`config.mk`:
```
export PLATFORM = sky130hd
export DESIGN_NAME = rx_pkt_fifo
export DESIGN_NICKNAME = d
export VERILOG_FILES = /design/src/rtl/rxf_pkg.sv /design/src/rtl/rxf_store.sv /design/src/rtl/rxf_frame_ctl.sv /design/src/rtl/rxf_flags.sv /design/src/rtl/rx_pkt_fifo.sv
export SDC_FILE = /design/constraint.sdc
export NUM_CORES = 1
export LEC_CHECK = 0
export BUFFER_PORTS_ARGS = -buffer_cell sky130_fd_sc_hd__buf_2
export CORE_MARGIN = 1.5
export CORE_UTILIZATION = 40
export DETAILED_ROUTE_END_ITERATION = 10
export GPL_TIMING_DRIVEN = 1
export RECOVER_POWER = 50
export SETUP_SLACK_MARGIN = 0.2
export SLEW_MARGIN = 10
export SYNTH_ARGS = -nofsm -noshare
export SYNTH_HDL_FRONTEND = slang
export SYNTH_SLANG_ARGS = --single-unit
```
`constraint.sdc`:
```
create_clock -name clk -period 7.4 [get_ports clk]
set_clock_uncertainty 0.1 [all_clocks]
set_input_delay 1.48 -clock clk [delete_from_list [all_inputs] [get_ports clk]]
set_output_delay 1.48 -clock clk [all_outputs]
set_load 0.02 [all_outputs]
```
`src/rtl/rxf_pkg.sv`:
```
package rxf_pkg;

  // Frame-level state shared between the control and flag logic.
  typedef struct packed {
    logic frame_act;  // a frame is being received
    logic passed;     // active frame passed address recognition
    logic done;       // end-of-frame seen, no byte read since
    logic ovf;        // sticky overflow
  } rxf_stat_t;

endpackage

```
`src/rtl/rxf_store.sv`:
```
// Byte store with extended pointers. DEPTH must be a power of two so the
// pointer difference gives the byte count directly.
module rxf_store #(
  parameter int DEPTH  = 128,
  parameter int DATA_W = 8,
  localparam int PTR_W = $clog2(DEPTH),
  localparam int CNT_W = PTR_W + 1
) (
  input  logic              clk,
  input  logic              rst_n,
  input  logic              flush,
  input  logic              wr_acc,
  input  logic [DATA_W-1:0] wr_data,
  input  logic              rd_en,
  input  logic              rollback,
  input  logic [CNT_W-1:0]  roll_ptr,
  output logic [CNT_W-1:0]  wptr,
  output logic [CNT_W-1:0]  count,
  output logic              full,
  output logic              rd_ok,
  output logic [DATA_W-1:0] rd_data
);

  localparam logic [CNT_W-1:0] ONE      = CNT_W'(1);
  localparam logic [CNT_W-1:0] FULL_CNT = CNT_W'(DEPTH);

  logic [DATA_W-1:0] mem [DEPTH];
  logic [CNT_W-1:0]  wptr_q, wptr_d;
  logic [CNT_W-1:0]  rptr_q, rptr_d;

  assign count   = wptr_q - rptr_q;
  assign full    = (count == FULL_CNT);
  assign rd_ok   = rd_en && (count != '0) && !flush;
  assign wptr    = wptr_q;
  assign rd_data = mem[rptr_q[PTR_W-1:0]];

  always_comb begin
    wptr_d = wptr_q;
    rptr_d = rptr_q;
    if (flush) begin
      wptr_d = '0;
      rptr_d = '0;
    end else begin
      if (rollback)
        wptr_d = roll_ptr;
      else if (wr_acc)
        wptr_d = wptr_q + ONE;
      if (rd_ok)
        rptr_d = rptr_q + ONE;
    end
  end

  always_ff @(posedge clk or negedge rst_n) begin
    if (!rst_n) begin
      wptr_q <= '0;
      rptr_q <= '0;
    end else begin
      wptr_q <= wptr_d;
      rptr_q <= rptr_d;
    end
  end

  // Data array: no reset, written only on an accepted byte.
  always_ff @(posedge clk) begin
    if (wr_acc)
      mem[wptr_q[PTR_W-1:0]] <= wr_data;
  end

endmodule

```
`src/rtl/rxf_frame_ctl.sv`:
```
// Frame tracking: start/end, recognition verdict, rollback, overflow.
module rxf_frame_ctl
  import rxf_pkg::*;
#(
  parameter int DEPTH  = 128,
  localparam int CNT_W = $clog2(DEPTH) + 1
) (
  input  logic             clk,
  input  logic             rst_n,
  input  logic             flush,
  input  logic             sof,
  input  logic             eof,
  input  logic             wr_en,
  input  logic             addr_en,
  input  logic             addr_pass,
  input  logic             addr_fail,
  input  logic             full,
  input  logic             rd_ok,
  input  logic [CNT_W-1:0] wptr,
  output logic             wr_acc,
  output logic             rollback,
  output logic [CNT_W-1:0] roll_ptr,
  output rxf_stat_t        stat
);

  rxf_stat_t        stat_q, stat_d;
  logic [CNT_W-1:0] sof_ptr_q, sof_ptr_d;
  logic             pass_ok, fail_ok, wr_try, ovf_set;

  assign pass_ok  = stat_q.frame_act && addr_en && addr_pass && !flush;
  assign fail_ok  = stat_q.frame_act && addr_en && addr_fail && !flush;
  assign wr_try   = wr_en && stat_q.frame_act && !stat_q.ovf && !fail_ok && !flush;
  assign wr_acc   = wr_try && !full;
  assign ovf_set  = wr_try && full;
  assign rollback = fail_ok;
  assign roll_ptr = sof_ptr_q;
  assign stat     = stat_q;

  always_comb begin
    stat_d    = stat_q;
    sof_ptr_d = sof_ptr_q;
    if (flush) begin
      // An overflowed frame survives the first flush.
      if (!stat_q.ovf)
        stat_d.frame_act = 1'b0;
      stat_d.ovf    = 1'b0;
      stat_d.done   = 1'b0;
      stat_d.passed = 1'b0;
    end else begin
      if (sof && !stat_q.ovf) begin
        stat_d.frame_act = 1'b1;
        stat_d.passed    = 1'b0;
        sof_ptr_d        = wptr;
      end
      if (pass_ok)
        stat_d.passed = 1'b1;
      if (fail_ok) begin
        stat_d.frame_act = 1'b0;
        stat_d.passed    = 1'b0;
      end
      if (ovf_set)
        stat_d.ovf = 1'b1;
      if (wr_acc && eof) begin
        stat_d.frame_act = 1'b0;
        stat_d.done      = 1'b1;
      end else if (rd_ok) begin
        stat_d.done = 1'b0;
      end
    end
  end

  always_ff @(posedge clk or negedge rst_n) begin
    if (!rst_n) begin
      stat_q    <= '0;
      sof_ptr_q <= '0;
    end else begin
      stat_q    <= stat_d;
      sof_ptr_q <= sof_ptr_d;
    end
  end

endmodule

```
`src/rtl/rxf_flags.sv`:
```
// Host-facing flag encoding.
module rxf_flags
  import rxf_pkg::*;
#(
  parameter int DEPTH  = 128,
  localparam int PTR_W = $clog2(DEPTH),
  localparam int CNT_W = PTR_W + 1
) (
  input  rxf_stat_t        stat,
  input  logic             addr_en,
  input  logic [CNT_W-1:0] count,
  input  logic [PTR_W-1:0] thr,
  output logic             not_empty,
  output logic             ready
);

  logic gated, over;

  assign gated     = stat.frame_act && addr_en && !stat.passed;
  assign over      = count > {1'b0, thr};
  assign ready     = stat.ovf || stat.done || (over && !gated);
  assign not_empty = (count != '0) && !stat.ovf;

endmodule

```
`src/rtl/rx_pkt_fifo.sv`:
```
module rx_pkt_fifo
  import rxf_pkg::*;
#(
  parameter int DEPTH  = 128,
  parameter int DATA_W = 8,
  localparam int PTR_W = $clog2(DEPTH),
  localparam int CNT_W = PTR_W + 1
) (
  input  logic              clk,
  input  logic              rst_n,
  input  logic              sof,
  input  logic              wr_en,
  input  logic [DATA_W-1:0] wr_data,
  input  logic              eof,
  input  logic              addr_en,
  input  logic              addr_pass,
  input  logic              addr_fail,
  input  logic              rd_en,
  output logic [DATA_W-1:0] rd_data,
  input  logic              flush,
  input  logic [PTR_W-1:0]  thr,
  output logic              frame_act,
  output logic              not_empty,
  output logic              ready
);

  logic             rst_meta_n, rst_sync_n;
  logic             wr_acc, rollback, full, rd_ok;
  logic [CNT_W-1:0] roll_ptr, wptr, count;
  rxf_stat_t        stat;

  // Reset: asserted asynchronously, released on the clock.
  always_ff @(posedge clk or negedge rst_n) begin
    if (!rst_n) begin
      rst_meta_n <= 1'b0;
      rst_sync_n <= 1'b0;
    end else begin
      rst_meta_n <= 1'b1;
      rst_sync_n <= rst_meta_n;
    end
  end

  rxf_store #(.DEPTH(DEPTH), .DATA_W(DATA_W)) u_store (
    .clk      (clk),
    .rst_n    (rst_sync_n),
    .flush    (flush),
    .wr_acc   (wr_acc),
    .wr_data  (wr_data),
    .rd_en    (rd_en),
    .rollback (rollback),
    .roll_ptr (roll_ptr),
    .wptr     (wptr),
    .count    (count),
    .full     (full),
    .rd_ok    (rd_ok),
    .rd_data  (rd_data)
  );

  rxf_frame_ctl #(.DEPTH(DEPTH)) u_ctl (
    .clk       (clk),
    .rst_n     (rst_sync_n),
    .flush     (flush),
    .sof       (sof),
    .eof       (eof),
    .wr_en     (wr_en),
    .addr_en   (addr_en),
    .addr_pass (addr_pass),
    .addr_fail (addr_fail),
    .full      (full),
    .rd_ok     (rd_ok),
    .wptr      (wptr),
    .wr_acc    (wr_acc),
    .rollback  (rollback),
    .roll_ptr  (roll_ptr),
    .stat      (stat)
  );

  rxf_flags #(.DEPTH(DEPTH)) u_flags (
    .stat      (stat),
    .addr_en   (addr_en),
    .count     (count),
    .thr       (thr),
    .not_empty (not_empty),
    .ready     (ready)
  );

  assign frame_act = stat.frame_act;

endmodule

```
==> results.ini, run 1 <==
[outcome]
status=finished with violations
violations_in_the_final_reports=capacitance limit, slew limit

[clocking]
cts.htree.levels=3
clock_sinks=1054
cts_tree=yes
post_cts.resized_instances=0
ctsLongestPathBuffers=3
path_clk_slew_ns=0.06
clock_tree.root_cell=sky130_fd_sc_hd__clkbuf_16
total_cts_buffers=105
cts_hold_buffers=0
cts_post_setup_buffers_inserted=0
clk_latency_ns=0.69

[route]
drt-total-wl_um=104900
post_route_antenna_net_violation_count=0
drc=0
avgRoutedWirePerCell_um=28.24
avgViaCountPerCell=5.770
drt_pre_antenna_iters=6
first_iter_violations=2227
dr_total_vias=21442

[timing]
setup_viol=0
finalSetupTns_ns=0
finalHoldViolations=0
slew_viol_final=1077
worst_slew_margin_rel_pct=-211.6
worst_max_slew_pin_slew_ns=4.674
clock.fmax_mhz=148.0
layout_worst_path_cycle_share_pct=91.30
final_period_minus_worst_setup_slack_ns=6.756
unrepaired_setup_endpoints_after_global_routing=false

[floorplan]
design.core.area_mm2=0.1036
die-area_mm2=0.1065
dieHeight_um=326.3
die-width_um=326.3
rows=118
starting_density_of_the_core_pct=40.35
ioPinCount=36

[layout]
final_cell_mix=sky130_fd_sc_hd__edfxtp_1, sky130_fd_sc_hd__mux4_2, sky130_fd_sc_hd__nor2_1, sky130_fd_sc_hd__mux2i_1, sky130_fd_sc_hd__nand2_1
final.fill_count=8769
area_growth_syn_to_layout_pct=12.33
antenna-diode-count=0
final-instance-count-excl-fill=3716
finalCoreUtilization_pct=45.32
layout-drive-gt1-share_pct=18.75
mostFrequentLayoutCell=sky130_fd_sc_hd__edfxtp_1
final_net_count=2287
design_area_mm2=0.04697

[grt]
grt_max_degree=97
grt_total_usage_pct=19.60
grt_first_pass_wirelength_um=152800
grt_pass1_vias=21960
global_route.overflow_total=0
antenna_found_initial=3

[power]
report.power.total_mw=13.05
power.density_mw_per_mm2=277.9
leakage_power_of_the_design_nw=14.58
power.ir.vdd_worst_mv=0.1901

[worst_setup_path]
critPathTopFamily=buffers and inverters
crit_slowest_cell=sky130_fd_sc_hd__nor4b_1
end_kind=primary output
slowest_delay_ns=1.04
critical_path.n_buffers_inverters=5
timing.critical_path.cells=buf_12 -> buf_12 -> buf_4 -> mux4_2 -> mux2i_1 -> o21ai_0 -> nand3_1 -> nor4b_1 -> buf_4 -> buf_2
worst-endpoint-arrival_ns=5.18
path_class=register to primary output
path_max_fanout=40
reg2reg_slack_ns=1.92
worstPathRequired_ns=5.82
cp-start-kind=register

[yosys]
seq_area_frac_synth_pct=75.33
yosys_register_bits=1054
syn_avg_cell_area_um2=19.19
post_synthesis_async_set_or_reset_flop_share_pct=2.846
distinct_cell_type_count_of_the_synthesized_netlist=66
postSynth.topFlopCell=sky130_fd_sc_hd__edfxtp_1
synth_warnings=0
edff_count_synth=1024
netlist_area_mm2=0.04182
postSynthCellCount=2179
synthesis.nets=2220

[job]
drv.max_cap_violation_count=17

[place]
detailed_place.area_mm2=0.04360
gpl.final_weighted_congestion=0.8381
placement.io_buffers=35
hpwl_um=63990
dpl.cell_count=3519

[worst_hold_path]
min-delay-path-class=register to register

-- where the power goes --
part           switching [mW]  internal, mW
registers              0.0409          6.57
logic                   0.646         0.454
clock network            2.26          3.08
-- layout make-up --
| class | count | area (um2) | area share (%) |
|---|---|---|---|
| Clock inverter | 69 | 676.9 | 1.441 |
| Inverter | 19 | 71.32 | 0.1518 |
| Tap cell | 1380 | 1727 | 3.676 |
| Sequential cell | 1054 | 31510 | 67.09 |
| Multi-Input combinational cell | 989 | 9701 | 20.65 |
| Timing Repair Buffer | 77 | 516.7 | 1.100 |
| Clock buffer | 128 | 2766 | 5.889 |
-- final timing paths --
| path | depth (start not counted) | from | to |
|---|---|---|---|
| worst max-delay path | 10 | u_store.rptr_q[0] | rd_data[7] |
| worst min-delay path | 0 | rst_meta_n | rst_sync_n |
| worst max register to register | 9 | u_store.rptr_q[1] | u_store.mem[109][5] |
| worst min register to register | 0 | rst_meta_n | rst_sync_n |
| max in group asynchronous | 1 | rst_sync_n | u_store.rptr_q[1] |
| min in group asynchronous | 1 | rst_n | rst_meta_n |
-- synth_stat cells, drive strengths merged (7+ instances only) --
library cell     n  share of area (%)
a2111oi         13               0.27
a211oi          13               0.23
a21oi           51               0.61
a221oi          17               0.36
and2            11               0.16
and3             8               0.12
buf             63               0.85
clkbuf          54               0.48
dfrtp           30                1.8
edfxtp        1024                 74
ha              15               0.45
inv             16               0.14
mux2             7               0.19
mux2i          143                3.4
mux4           204                 11
nand2          109               0.98
nand3           27               0.44
nand4            8               0.12
nor2           166                1.5
nor3            10               0.12
o21ai           35               0.42
o221ai          26               0.54
o22ai           36               0.54
-- flip-flops by register name, indices dropped and copies added, names as in the netlist --
register / count
rst_meta_n: 1
rst_sync_n: 1
u_ctl.roll_ptr: 8
u_ctl.stat: 4
u_store.mem: 1024
u_store.rptr_q: 8
u_store.wptr: 8
-- per-stage QoR --
| stage | hold slack [ns] | setup WS [ns] |
|---|---|---|
| floorplan | 0.2312 | 1.989 |
| global placement | 0.1574 | 1.331 |
| detailed placement | 0.1617 | 1.402 |
| CTS | 0.1574 | 0.6549 |
| global route | 0.2787 | 0.4052 |
| finish | 0.2535 | 0.6438 |
-- routing by layer --
metal  vias up  wire length [um]  GRT usage [%]
met5         -                26              0
met4         4              3250          6.793
met3       175              7124          3.060
met2       816             51460          32.39
met1     11384             43080          26.53
li1       9063                 -              -
-- cells by family (layout without fill, tap and decap cells) --
group	count (synthesis)	after routing	synth area share (%)
and+or+nand+nor	372	372	3.992
buffers and inverters	136	293	1.505
DFF	1054	1054	75.33
xor gates and xnor gates	5	5	0.1047
AOI/OAI and AO/OA	240	240	3.941
muxes	354	354	14.60
other	1	1	0.008968
adders and majority gates	17	17	0.5206
(Power assumes the default switching activity.)
==> inputs of run 2 (changes only) <==
Settings changed: PLACE_DENSITY from default to 0.65.
==> run 2 against run 1 <==
  * The run still ends with capacitance limit, slew limit left
  * Critical path type is now input pin to register
  * Via count is 1.4% higher
  * Critical endpoint is now u_store.mem[45][0]
  * First-iteration DRC count is 37% higher
  * Critical path depth is 8 lower
  * Global-route usage is 0.10 points higher
  * Sequential power hardly changed
  * Clock power is 4% lower
  * Final area is 0.49% lower
  * Die area stayed put
  * Worst setup slack better by 0.31 ns
  * Non-clock buffer count is 9 lower
  * Power is 1.8% lower
  * Hold slack worse by 0.0041 ns
==> results.ini, run 2 (synthesis results as in run 1) <==
[outcome]
status=finished with violations  ; unchanged
violations_in_the_final_reports=capacitance limit, slew limit  ; unchanged

[power]
power.ir.vdd_worst_mv=0.2645  ; was 0.1901 mV
power.density_mw_per_mm2=274.2  ; was 277.9 mW/mm2
leakage_power_of_the_design_nw=14.45  ; was 14.58 nW

[worst_setup_path]
timing.critical_path.cells=clkbuf_1 -> clkbuf_1  ; was buf_12 -> buf_12 -> buf_4 -> mux4_2 -> mux2i_1 -> o21ai_0 -> nand3_1 -> nor4b_1 -> buf_4 -> buf_2
critPathMostFrequentCell=sky130_fd_sc_hd__clkbuf_1
critPathTopFamily=buffers and inverters  ; unchanged
worst-endpoint-arrival_ns=6.16  ; was 5.18 ns
crit_slowest_cell=sky130_fd_sc_hd__clkbuf_1  ; was sky130_fd_sc_hd__nor4b_1
path_max_fanout=90  ; was 40
cp-start-kind=input pin  ; was register
slowest_delay_ns=3.25  ; was 1.04 ns
worstPathRequired_ns=7.11  ; was 5.82 ns
critical_path.n_buffers_inverters=2  ; was 5
timing.reg2reg.worst_path_depth=9  ; unchanged
rr_startpoint=u_store.rptr_q[1]  ; unchanged
path_class=input pin to register  ; was register to primary output
end_kind=register  ; was primary output
worst_reg2reg_endpoint=u_store.mem[101][6]  ; was u_store.mem[109][5]
reg2reg_slack_ns=1.59  ; was 1.92 ns

[floorplan]
die-width_um=326.3  ; unchanged
die-area_mm2=0.1065  ; unchanged
rows=118  ; unchanged
starting_density_of_the_core_pct=40.35  ; unchanged
design.core.area_mm2=0.1036  ; unchanged
dieHeight_um=326.3  ; unchanged
ioPinCount=36  ; unchanged

[clocking]
clock_sinks=1054  ; unchanged
cts_hold_buffers=0  ; unchanged
ctsLongestPathBuffers=3  ; unchanged
cts.htree.levels=3  ; unchanged
path_clk_slew_ns=0.06  ; about the same
cts_tree=yes  ; unchanged
post_cts.resized_instances=0  ; unchanged
cts_post_setup_buffers_inserted=0  ; unchanged
clock_tree.root_cell=sky130_fd_sc_hd__clkbuf_16  ; unchanged
total_cts_buffers=101  ; was 105
clk_latency_ns=0.68  ; was 0.69 ns

[route]
drt_pre_antenna_iters=5  ; was 6
post_route_antenna_net_violation_count=0  ; unchanged
first_iter_violations=3056  ; was 2227
dr_total_vias=21745  ; was 21442
avgViaCountPerCell=5.874  ; was 5.770
drc=0  ; unchanged
avgRoutedWirePerCell_um=28.43  ; was 28.24 um
drt-total-wl_um=105200  ; was 104900 um

[timing]
final_period_minus_worst_setup_slack_ns=6.445  ; was 6.756 ns
worst_slew_margin_rel_pct=-207.2  ; was -211.6%
whs_ns=0.2494  ; was 0.2535 ns
setup_viol=0  ; unchanged
clock.fmax_mhz=155.2  ; was 148.0 MHz
layout_worst_path_cycle_share_pct=87.09  ; was 91.30%
finalSetupTns_ns=0  ; unchanged
slew_viol_final=1056  ; was 1077
unrepaired_setup_endpoints_after_global_routing=false  ; unchanged
finalHoldViolations=0  ; unchanged
worst_max_slew_pin_slew_ns=4.608  ; was 4.674 ns

[worst_hold_path]
timing.hold.worst.start=rst_meta_n  ; unchanged
min-delay-path-class=register to register  ; unchanged
hold_end=rst_sync_n  ; unchanged
holdPathStages=0  ; unchanged

[layout]
design_area_mm2=0.04674  ; was 0.04697 mm2
area_growth_syn_to_layout_pct=11.78  ; was 12.33%
final_cell_mix=sky130_fd_sc_hd__edfxtp_1, sky130_fd_sc_hd__mux4_2, sky130_fd_sc_hd__nor2_1, sky130_fd_sc_hd__mux2i_1, sky130_fd_sc_hd__nand2_1  ; unchanged
layout-drive-gt1-share_pct=18.54  ; was 18.75%
mostFrequentLayoutCell=sky130_fd_sc_hd__edfxtp_1  ; unchanged
final.fill_count=8698  ; was 8769
final_net_count=2274  ; was 2287
largest_reg_flops=1024  ; unchanged
finalCoreUtilization_pct=45.10  ; was 45.32%

[place]
gpl.final_weighted_congestion=0.8670  ; was 0.8381
placement.io_buffers=35  ; unchanged
detailed_place.area_mm2=0.04348  ; was 0.04360 mm2
hpwl_um=62360  ; was 63990 um

[grt]
grt_pass1_vias=22216  ; was 21960
grt_first_pass_wirelength_um=154000  ; was 152800 um
global_route.overflow_total=0  ; unchanged
grt_total_usage_pct=19.70  ; was 19.60%
antenna_found_initial=6  ; was 3
grt_max_degree=109  ; was 97

[job]
drv.max_cap_violation_count=16  ; was 17

## run 2: layout make-up
| cell class | instances | area [um2] | share of cell area, % |
|---|---|---|---|
| inverters | 19 | 71.32 | 0.1526 |
| repair buffers | 68 | 409.1 | 0.8753 |
| diodes | 3 | 7.507 | 0.01606 |
| clock inverters | 74 | 710.7 | 1.520 |
| flip-flops and latches | 1054 | 31510 | 67.42 |
| clock buffers | 115 | 2601 | 5.565 |
| multi-input cells | 989 | 9703 | 20.76 |
| well taps | 1380 | 1727 | 3.694 |
## run 2: worst max-delay path by stage
stage	startpoint	to	slack, ns	depth (start not counted)
floorplan	u_store.rptr_q[2]	ready	1.99	15
global placement	u_store.rptr_q[2]	rd_data[6]	1.61	8
detailed placement	u_store.rptr_q[1]	u_store.mem[28][4]	1.74	9
CTS	u_store.rptr_q[1]	ready	1.10	13
global route	wr_data[1]	u_store.mem[86][1]	0.57	2
finish	wr_data[0]	u_store.mem[45][0]	0.96	2
## run 2: per-stage QoR
stage | cells | worst slack [ns] | power (mW)
floorplan | 2179 | 1.989 | 7.428
global placement | 3510 | 1.607 | 7.789
detailed placement | 3510 | 1.742 | 7.800
CTS | 3699 | 1.096 | 12.89
global route | 3700 | 0.5742 | 13.20
finish | 3702 | 0.9553 | 12.82
## run 2: worst register-to-register path: cells and delay by family, from the launching register on
kind                       cells  cell delay (ns)
and+or+nand+nor                5             2.44
DFF                            1             0.95
AOI/OAI and AO/OA              2             0.89
buffers and inverters          1             0.57
adders and majority gates      1             0.46
## run 2: metal layers
layer | track usage, % | vias to the layer above | routed length, um
li1 | - | 9036 | -
met1 | 26.41 | 11354 | 41170
met2 | 31.55 | 1155 | 50640
met3 | 4.014 | 194 | 9575
met4 | 8.142 | 6 | 3822
met5 | 0 | - | 34
## run 2: power breakdown
group / switching (mW) / leakage, nW / internal [mW]
combinational: 0.632 / 3.24 / 0.440
sequential: 0.0340 / 9.60 / 6.57
clock: 2.22 / 1.60 / 2.92
